$ cat src/rtl/sdram_refresh_seq.sv
module sdram_refresh_seq #(
  parameter int CLK_MHZ = 200,
  parameter int REF_NS  = 15625,
  parameter int T_RAS   = 9,
  parameter int T_XSR   = 14,
  parameter int T_RC    = 14
) (
  input  logic clk,
  input  logic rst_n,
  input  logic sleep_req,
  input  logic wake_req,
  input  logic clk_stable,
  output logic cke,
  output logic cs_n,
  output logic ras_n,
  output logic cas_n,
  output logic we_n,
  output logic busy,
  output logic ready
);
  localparam int REF_CYC = CLK_MHZ * REF_NS / 1000;
  localparam int XSR     = (T_XSR < 2) ? 2 : T_XSR;
  localparam int TW      = $clog2(REF_CYC + 1);
  localparam int MX1     = (T_RAS > XSR) ? T_RAS : XSR;
  localparam int MXC     = (MX1 > T_RC) ? MX1 : T_RC;
  localparam int CW      = $clog2(MXC + 1) + 1;
  localparam int RW      = $clog2(T_RC + 1);

  typedef enum logic [2:0] {
    IDLE_REFRESHING, ENTER_SR, IN_SR, WAIT_CLK_STABLE, EXIT_NOP, RESUME
  } st_t;

  st_t           st;
  logic [TW-1:0] tmr;
  logic [RW-1:0] rc;
  logic [CW-1:0] cnt;
  logic          wake_l;

  logic due, ref_issue, sre_cmd, sr_low;

  assign due       = (st == IDLE_REFRESHING) && (rc == '0) && (tmr == TW'(REF_CYC - 1));
  assign ref_issue = due || ((st == RESUME) && (cnt == '0));
  assign sre_cmd   = (st == ENTER_SR);
  assign sr_low    = st inside {ENTER_SR, IN_SR, WAIT_CLK_STABLE};

  assign cke   = !sr_low;
  assign cs_n  = st inside {IN_SR, WAIT_CLK_STABLE};
  assign ras_n = !(ref_issue || sre_cmd);
  assign cas_n = !(ref_issue || sre_cmd);
  assign we_n  = 1'b1;
  assign busy  = (st != IDLE_REFRESHING);
  assign ready = (st == IDLE_REFRESHING) && (rc == '0) && !due;

  always_ff @(posedge clk) begin
    if (!rst_n) begin
      st     <= IDLE_REFRESHING;
      tmr    <= '0;
      rc     <= '0;
      cnt    <= '0;
      wake_l <= 1'b0;
    end else begin
      if (ref_issue)                       tmr <= '0;
      else if (tmr != TW'(REF_CYC - 1))    tmr <= tmr + 1'b1;

      unique case (st)
        IDLE_REFRESHING: begin
          if (rc != '0)       rc <= rc - 1'b1;
          else if (due)       rc <= RW'(T_RC - 1);
          else if (sleep_req) st <= ENTER_SR;
        end
        ENTER_SR: begin
          cnt    <= '0;
          wake_l <= wake_req;
          st     <= IN_SR;
        end
        IN_SR: begin
          if (wake_req) wake_l <= 1'b1;
          if (cnt != CW'(T_RAS - 1)) cnt <= cnt + 1'b1;
          else if (wake_req || wake_l) begin
            wake_l <= 1'b0;
            st     <= WAIT_CLK_STABLE;
          end
        end
        WAIT_CLK_STABLE: begin
          if (clk_stable) begin
            cnt <= '0;
            st  <= EXIT_NOP;
          end
        end
        EXIT_NOP: begin
          if (cnt == CW'(XSR - 1)) begin
            cnt <= '0;
            st  <= RESUME;
          end else cnt <= cnt + 1'b1;
        end
        RESUME: begin
          if (cnt == CW'(T_RC - 1)) st <= IDLE_REFRESHING;
          else cnt <= cnt + 1'b1;
        end
        default: st <= IDLE_REFRESHING;
      endcase
    end
  end
endmodule

$ cat config.mk
export PLATFORM = sky130hd
export DESIGN_NAME = sdram_refresh_seq
export DESIGN_NICKNAME = d
export VERILOG_FILES = /design/src/rtl/sdram_refresh_seq.sv
export SDC_FILE = /design/constraint.sdc
export NUM_CORES = 1
export LEC_CHECK = 0
export BUFFER_PORTS_ARGS = -buffer_cell sky130_fd_sc_hd__buf_2
export CAP_MARGIN = 30
export CORE_UTILIZATION = 63
export CTS_CLUSTER_SIZE = 10
export DETAILED_ROUTE_END_ITERATION = 8
export PLACE_DENSITY = 0.89
export RECOVER_POWER = 25
export SLEW_MARGIN = 10
export SYNTH_ARGS = -nofsm -noshare
export SYNTH_HDL_FRONTEND = slang
export SYNTH_SLANG_ARGS = --single-unit
export TNS_END_PERCENT = 50
$ cat constraint.sdc
create_clock -name clk -period 3.1 [get_ports clk]
set_input_delay 0 -clock clk [delete_from_list [all_inputs] [get_ports clk]]
set_output_delay 0 -clock clk [all_outputs]
set_load 0.01 [all_outputs]
Word-level counts from Yosys, hierarchy flattened
Index checks and enable logic that the tools add are counted.
- bits in registers: 25
- bits in latches: 0
- RAM bits: 0
- ROM bits: 0
- input bits: 5
- output and inout bits: 7
- word-level logic and storage cells: 72
- memories: 0
- $add $sub $neg: 3
- multiply operators: 0
- divide/modulo/power cells: 0
- magnitude comparators: 0
- equality and inequality tests: 19
- shifts and indexed selects: 0
- mux-type cells: 20
- bitwise operators: 1
- reductions and logical operators: 24
- operators with widths (cell ; count):
    case mux 5 bit (5 select lines) ; 1
    2-to-1 mux 3 bit ; 8
    2-to-1 mux 5 bit ; 4
    case mux 3 bit (6 select lines) ; 1
    != test 2 bit (second input constant) ; 7
    adder 12 x 1 -> 12 bit (second input constant) ; 1
    equality test 12 bit (second input constant) ; 1
    != test 12 bit (second input constant) ; 1
    2-to-1 mux 4 bit ; 2
    AND reduction 8 bit ; 1
    equality test 3 x 2 -> 1 bit (second input constant) ; 2
    equality test 3 bit (second input constant) ; 2
    != test 2 x 1 -> 1 bit (second input constant) ; 3
    nonzero test 2 bit ; 3
    nonzero test 3 bit ; 2
    adder 5 x 1 -> 5 bit (second input constant) ; 1
    equality test 5 x 4 -> 1 bit (second input constant) ; 1
    logical NOT 5 bit ; 1
    != test 5 x 4 -> 1 bit (second input constant) ; 1
    nonzero test 5 bit ; 1
    logical AND 1 bit ; 4
    logical NOT 4 bit ; 1
    AND reduction 4 bit ; 1
    nonzero test 4 bit ; 1
    other kinds (10) ; 16

Depth between registers and ports, before layout
Gate-level depths: netlist of the first run.
- depth in word-level cells: 6
- mapped depth: 7
- gate-level depth less buffers: 6

Least setup slack after synthesis of the first run
OpenSTA, ideal clock, no wires.
- kind: register to register
- from: reg cnt[0]
- to: reg cnt[2]
- library setup time: 0.088 ns
- arrival time: 1.681 ns
- required time: 3.012 ns
- slack: 1.331 ns
- cell stages (with the launch flop): 7
- path buffers: 0
- clock period less this slack: 1.769 ns
- path through: dfxtp_1 > inv_1 > ha_1 > and4bb_4 > a2111o_1 > and2_4 > o32ai_2
- longest elaborated chain between the ends: 3
- elaborated cells between the ends (all ways): 10
- those cells by class: 1 x add/sub; 4 x eq/ne; 4 x mux; 1 x reduce/logical
- ends and longest elaborated chain (what ; line ; text):
    start: declaration ; 36 ; logic [CW-1:0] cnt;
    start signal: assignment ; 78 ; if (cnt != CW'(T_RAS - 1)) cnt <= cnt + 1'b1;
    start signal: assignment ; 94 ; end else cnt <= cnt + 1'b1;
    start signal: assignment ; 98 ; else cnt <= cnt + 1'b1;
    adder 5 x 1 -> 5 bit (tied with other cells) ; 78, 94, 98 ;
    2-to-1 mux 5 bit (tied with other cells) ; 97 ; if (cnt == CW'(T_RC - 1)) st <= IDLE_REFRESHING;
    case mux 5 bit (5 select lines) / AND reduction 4 bit (equally long branches) ; n/a ;
Parallel ways exist; a longest one is shown, timed or not. The select of a mux whose other input is x is not followed.
A chain may end at the register's enable or synchronous reset.

Worst setup path after layout of the first run
- from: reg st[0]
- to: out cas_n
- longest elaborated chain between the ends: 6
- elaborated cells between the ends (all ways): 9
- those cells by class: 2 x eq/ne; 7 x reduce/logical
- ends and longest elaborated chain (what ; line ; text):
    start: declaration ; 33 ; st_t st;
    start signal: assignment ; 56 ; st <= IDLE_REFRESHING;
    start signal: assignment ; 69 ; else if (sleep_req) st <= ENTER_SR;
    start signal: assignment ; 74 ; st <= IN_SR;
    logical NOT 3 bit ; 41 ; assign due = (st == IDLE_REFRESHING) && (rc == '0) && (tmr == TW'(REF_CYC - 1));
    logical AND 1 bit (2 in a row) ; 41 ;
    logical OR 1 bit ; 42 ; assign ref_issue = due || ((st == RESUME) && (cnt == '0));
    logical OR 1 bit * ; 49 ; assign cas_n = !(ref_issue || sre_cmd);
    logical NOT 1 bit * ; 49 ;
    end: declaration ; 16 ; output logic cas_n,
Mark *: on every way between the ends. The rest lies on a longest branch, timed or not.

==> flow_summary.toml, run 1 <==
[global_route]
grt_pass1_vias = 1165
grt_use_total_pct = 25.6
grt_pass1_wl_microns = 4970
antenna_found_initial = 0
grt_max_degree = 17
grt-ovfl-total = 0

[power_and_ir_drop]
pwr-share-comb_pct = 41.4
power_w = 0.000974
power_density_mw_per_mm2 = 636
clkPwrFrac_pct = 15.1
leakagePower_nw = 0.548
switching_share_pct = 40.2
seq_power_share_pct = 43.4
irDropWorstVdd_v = 0.000482
switchingPower_w = 0.000392
p_int_w = 0.000583

[clock_network]
cts_buffers = 3
insertion_delay_ns = 0.32
cts_root_buf = "clkbuf_4"
clock-sinks = 25
cts_resized = 0
cts.path.max_buffers = 2
cts.clk_slew.worst_paths_ns = 0.12
cts_tree = "done"
htreeDepth = 1

[detailed_routing]
dr.pass1.iters = 4
drc_errors = 0
wl_per_cell_microns = 13.7
postRouteAntennaNets = 0
drt_iter0_markers = 50
via_count = 1269
via_per_inst = 6.04
drt_wl_total_microns = 2880

[placement]
place_inst = 204
portBuffers = 10
finalWeightedCongestion = 0.871
pre_cts_slack_ns = 1.17
post-dp-hpwl_microns = 2160

[synth]
synthTopCellsByCount = "27 x nor2_1, 25 x dfxtp_1, 13 x nand2_1"
synth-compound-area-share_pct = 18.1
synth_area_sq_mm = 0.00144
syn_inst = 173
synth-edff-count = 0
synth_cell_types = 50
yosys.area.top_type_share_pct = 34.7
synth_top_family_by_area = "simple AND/OR/NAND/NOR gates"
async_flop_share_pct = 0
ys_top_cells_by_area = "dfxtp_1 35%, nor2_1 7.0%, ha_1 4.3%"
synthesis.nets = 183
postSynthAreaPerCell_sq_um = 8.33
yosysMostFrequentCell = "nor2_1"
synthSimpleGateAreaFrac_pct = 30.6
ys_warn_count = 0
yosysSeqAreaShare_pct = 34.7
synthAdderAreaFrac_pct = 4.34
muxShareOfSynthArea_pct = 1.39
ys_ff_latch = 25
yosysTopAreaCell = "dfxtp_1"
synth_xor_xnor_area_share_pct = 6.08
ys.flop_type = "dfxtp_1"

[worst_hold_path]
whs_path_depth = 3
holdCritStartpoint = "wake_req"
min_to = "wake_l"
min-delay-path-class = "primary input to flip-flop"

[final_layout]
antenna_cells = 0
fin_nets = 194
layout.cells.non_filler = 210
area_growth_pct = 6.34
final_layout_size_suffix_gt1_share_pct = 9.84

[sta]
hold_viol = 0
tns_ns = 0
setup_slack_ns = 1.12
finalMaxSlewViolations = 0
whs_ns = 0.0721
rsz0062_at_grt = "false"
finalSetupViolations = 0
clock_skew_ns = 0.0164
clock.fmax_ghz = 0.505
period_share_pct = 63.9
finalCriticalPeriod_ns = 1.98

[critical_path]
cp-end-kind = "primary output"
path_max_fanout = 15
r2r_slack_ns = 1.17
path_class = "flip-flop to primary output"
timing.rr.end = "cnt[2]"
cp_data_required_time_ns = 3.10
cp-start-kind = "flip-flop"
worstRegToRegCells = 6
r2r_start = "cnt[0]"
cp.arrival_ns = 1.98

[floorplanning]
fp.dieW_microns = 49.8
dieArea_sq_mm = 0.00248
num_rows = 16
start_util_pct = 69.9
chipHeight_microns = 49.8
coreArea_sq_mm = 0.00206
io_pins = 12

[flow_run]
drv_cap = 0

[run_status]
status = "finished, final reports clean"
[cell usage in the layout (no fill, tap or decap), drive strengths merged, types with 2 or more instances in the layout]
master / count
o32ai: 2
nor2b: 3
nand2b: 5
clkbuf: 7
nand3: 9
a211oi: 3
buf: 7
a21oi: 7
nor2: 27
o22ai: 2
nor3: 4
mux2i: 2
and2: 3
and4bb: 2
dlygate4sd3: 2
nand4: 3
a31oi: 3
a2111o: 2
a22oi: 2
o21ai: 2
xnor2: 7
o211ai: 2
dfxtp: 25
o21a: 2
or3: 2
ha: 5
nor4: 2
xor2: 3
nor3b: 2
inv: 8
nand2: 13
[state kept, by name, summed over array words and instances, names as in the netlist]
register and cells:
tmr 12, st 3, wake_l 1, rc 4, cnt 5
[kinds of logic (layout without fill, tap and decap cells)]
logic type	count (synthesis)	after routing
flops	25	25
compound gates	34	34
xor+xnor	10	10
simple gates	81	81
mux	2	2
buf+inv	15	25
fa+ha+maj	5	5
other cells	1	1
[how the worst max path moves through the flow]
stage | slack [ns] | endpoint | cells after the start | start
global route | 1.02 | cas_n | 5 | st[0]
detailed placement | 1.17 | cnt[2] | 6 | cnt[0]
finish | 1.12 | cas_n | 5 | st[0]
global placement | 1.28 | cnt[2] | 6 | cnt[0]
floorplan | 1.33 | cnt[2] | 6 | cnt[0]
CTS | 1.13 | cas_n | 5 | st[0]
[layer usage]
layer | vias up | track usage [%] | wire [microns]
met4 | 0 | 4.76 | 13
met5 | - | 0 | 0
met1 | 600 | 34.6 | 1430
li1 | 634 | - | -
met3 | 2 | 6.48 | 144
met2 | 33 | 41.2 | 1290
[critical path, stage by stage (launching register included)]
cell      delay [ns]
dfxtp_1         0.47
or3_1           0.50
nand2b_1        0.27
nor2_1          0.20
nor2_1          0.08
buf_2           0.14
[power groups by stage]
stage / clock [W] / combinational [W] / sequential (W)
2_1_floorplan: 0 / 0.000342 / 0.000396
3_3_place_gp: 0 / 0.000387 / 0.000426
3_5_place_dp: 0 / 0.000413 / 0.000431
4_1_cts: 0.000151 / 0.000419 / 0.000423
5_1_grt: 0.000161 / 0.000451 / 0.000433
6_report: 0.000147 / 0.000404 / 0.000423
[final cells by class]
cell class	instances	area, sq um
fillers	170	529
well taps	27	33.8
flip-flops and latches	25	500
inverters	9	33.8
repair buffers	12	66.3
multi-input cells	133	872
clock buffers	4	26.3
[timing repair]
item,in CTS,in global routing
setup buffers,0,0
hold endpoints to repair,4,0
hold buffers,2,0
[stage by stage]
step           cell area [sq um]  utilization (%)
2_1_floorplan               1440                -
3_5_place_dp                1490             72.5
3_3_place_gp                1490             72.5
5_1_grt                     1530             74.3
6_report                    1530             74.3
4_1_cts                     1540             74.7
Power figures use the tool's default switching activity.
==> run 2, diff against run 1 <==
--- a/config.mk
+++ b/config.mk
@@ -7,10 +7,10 @@
 export LEC_CHECK = 0
 export BUFFER_PORTS_ARGS = -buffer_cell sky130_fd_sc_hd__buf_2
 export CAP_MARGIN = 30
-export CORE_UTILIZATION = 63
+export CORE_UTILIZATION = 52
 export CTS_CLUSTER_SIZE = 10
 export DETAILED_ROUTE_END_ITERATION = 8
-export PLACE_DENSITY = 0.89
+export PLACE_DENSITY = 0.8
 export RECOVER_POWER = 25
 export SLEW_MARGIN = 10
 export SYNTH_ARGS = -nofsm -noshare
==> constraint.sdc (replaced) <==
create_clock -name clk -period 1.7 [get_ports clk]
set_input_delay 0 -clock clk [delete_from_list [all_inputs] [get_ports clk]]
set_output_delay 0 -clock clk [all_outputs]
set_load 0.01 [all_outputs]
==> run 2 against run 1 <==
Effect of this change:
- first-iteration DRC count fell by 46%
- routed wire length rose by 28%
- clock power rose by 90%
- register-to-register slack got worse by 1.2 ns
- worst setup slack got worse by 1.2 ns
- die area rose by 20%
- highest routed layer unchanged
- via count rose by 13%
- final cell count rose by 11%
- the run now ends with setup timing left
==> flow_summary.toml, run 2 (synthesis results as in run 1) <==
[final_layout]
final_cell_mix = "26 x nor2_1, 19 x dfxtp_1, 17 x buf_4, 13 x nand2_1, 9 x buf_2"
largest_reg_flops = 12
utilization_pct = 71.0
layout.cells.non_filler = 234
area_growth_pct = 25.4
final_area_sq_mm = 0.00181
regMostFlops = "tmr"
top_regs = "tmr: 12 flops, cnt: 5 flops, rc: 4 flops"
final_layout_size_suffix_gt1_share_pct = 30.4
antenna_cells = 0
final_common_cell = "nor2_1"
fin_nets = 215

[power_and_ir_drop]
clkPwrFrac_pct = 12.4
pwr-share-comb_pct = 54.7
p_int_w = 0.00138
leakagePower_nw = 0.683
switching_share_pct = 38.9
seq_power_share_pct = 32.9
power_w = 0.00225
switchingPower_w = 0.000878
irDropWorstVdd_v = 0.00124
power_density_mw_per_mm2 = 1250

[floorplanning]
coreArea_sq_mm = 0.00254
start_util_pct = 56.6
io_pins = 12
num_rows = 18
dieArea_sq_mm = 0.00299
chipHeight_microns = 54.7
fp.dieW_microns = 54.7

[critical_path]
cp.arrival_ns = 1.73
cp_slowest_cell = "or4b_4"
r2r_slack_ns = -0.03
cp-end-kind = "primary output"
cp_data_required_time_ns = 1.70
path_max_fanout = 2
path_class = "flip-flop to primary output"
cp-start-kind = "flip-flop"
path_cells = "inv_4 > ha_4 > or4b_4 > a21oi_2 > nor2_1 > buf_2"
cp_slowest_stage_delay_ns = 0.48
worstRegToRegCells = 7
cp.depth = 6
cpLargestDelayFamily = "simple AND/OR/NAND/NOR gates"
worstPathBufferInverterCount = 2

[global_route]
grt_pass1_vias = 1258
grt_pass1_wl_microns = 5520
antenna_found_initial = 0
grt-ovfl-total = 0
grt_use_total_pct = 26.5
grt_max_degree = 15

[clock_network]
insertion_delay_ns = 0.33
cts.path.max_buffers = 2
cts_root_buf = "clkbuf_4"
htreeDepth = 1
cts_tree = "done"
clock-sinks = 25
cts_buffers = 3
cts.clk_slew.worst_paths_ns = 0.14

[sta]
finalMaxSlewViolations = 0
setup_slack_ns = -0.0346
clock_skew_ns = 0.00632
finalCriticalPeriod_ns = 1.73
rsz0062_at_grt = "true"
finalSetupViolations = 5
clock.fmax_ghz = 0.576
hold_viol = 0
period_share_pct = 102

[detailed_routing]
drt_iter0_markers = 27
wl_per_cell_microns = 15.8
routed.top_layer = "met4"
via_count = 1439
postRouteAntennaNets = 0
wl_met1_microns = 1510
drt_wl_total_microns = 3690
dr.pass1.iters = 4
via_per_inst = 6.15
drc_errors = 0
wl_met2_microns = 1790
wl_met3_microns = 223

[placement]
portBuffers = 10
postPlaceCellArea_sq_mm = 0.00159
finalWeightedCongestion = 0.817
post-dp-hpwl_microns = 2320
place_inst = 219

[worst_hold_path]
min-delay-path-class = "primary input to flip-flop"
whs_path_depth = 3

[run_status]
status = "finished, violations left"
violations = "setup timing"

[flow_run]
drv_cap = 0
==> run 2: cell count changes in the layout (fill, tap and decap cells not counted), moves of 3 or more <==
cell     before  now
buf_4         0   17
buf_6         0    3
dfxtp_1      25   19
dfxtp_2       0    3
dfxtp_4       0    3
==> run 2: final cells by class <==
cell class | instances | area (sq um)
clock inverter | 1 | 5.00
fill | 196 | 737
sequential | 25 | 515
tap | 30 | 37.5
multi-input combinational | 133 | 957
inverter | 9 | 36.3
timing repair buffer | 33 | 234
clock buffer | 3 | 22.5
==> run 2: metal layers <==
metal  GRT usage (%)  up-vias
li1                -      680
met1            29.4      684
met5               0        -
met3            6.67       21
met2            44.8       54
met4            15.8        0
==> run 2: per-stage QoR <==
stage               setup WS, ns  TNS (ns)  hold WS (ns)
floorplan                 0.0212         0         0.126
global placement          0.0282         0         0.253
detailed placement       -0.0534   -0.0894         0.264
CTS                      -0.0572    -0.188        0.0286
global route             -0.0932    -0.824        0.0787
finish                   -0.0346    -0.146        0.0319
==> run 2: worst reg2reg max path, stage by stage (launching register included) <==
cell and delay, ns:
dfxtp_2 0.38, inv_4 0.05, ha_4 0.16, and4bb_4 0.19, a2111o_1 0.47, buf_6 0.16, a32oi_1 0.17, nor2_1 0.06
==> run 2: power by group through the flow <==
stage               combinational (W)  clock, W  sequential, W
finish                        0.00123  0.000279       0.000741
global route                  0.00133  0.000307       0.000749
CTS                           0.00112  0.000285       0.000737
detailed placement           0.000875         0       0.000766
floorplan                    0.000624         0       0.000724
global placement             0.000845         0       0.000757
==> run 2: repair_timing <==
item	4_1_cts	5_1_grt
endpoints found under the setup margin	8	16
hold buffers	2	0
hold endpoints to repair	3	0
pin swaps	9	7
buffers inserted	7	3
resized for setup	25	5
==> run 2: path summary, 6_finish.rpt <==
kind,from,to
hold / removal,wake_req,wake_l
setup reg to reg,cnt[1],cnt[1]
hold reg to reg,rc[0],rc[0]
setup / recovery,cnt[1],ras_n
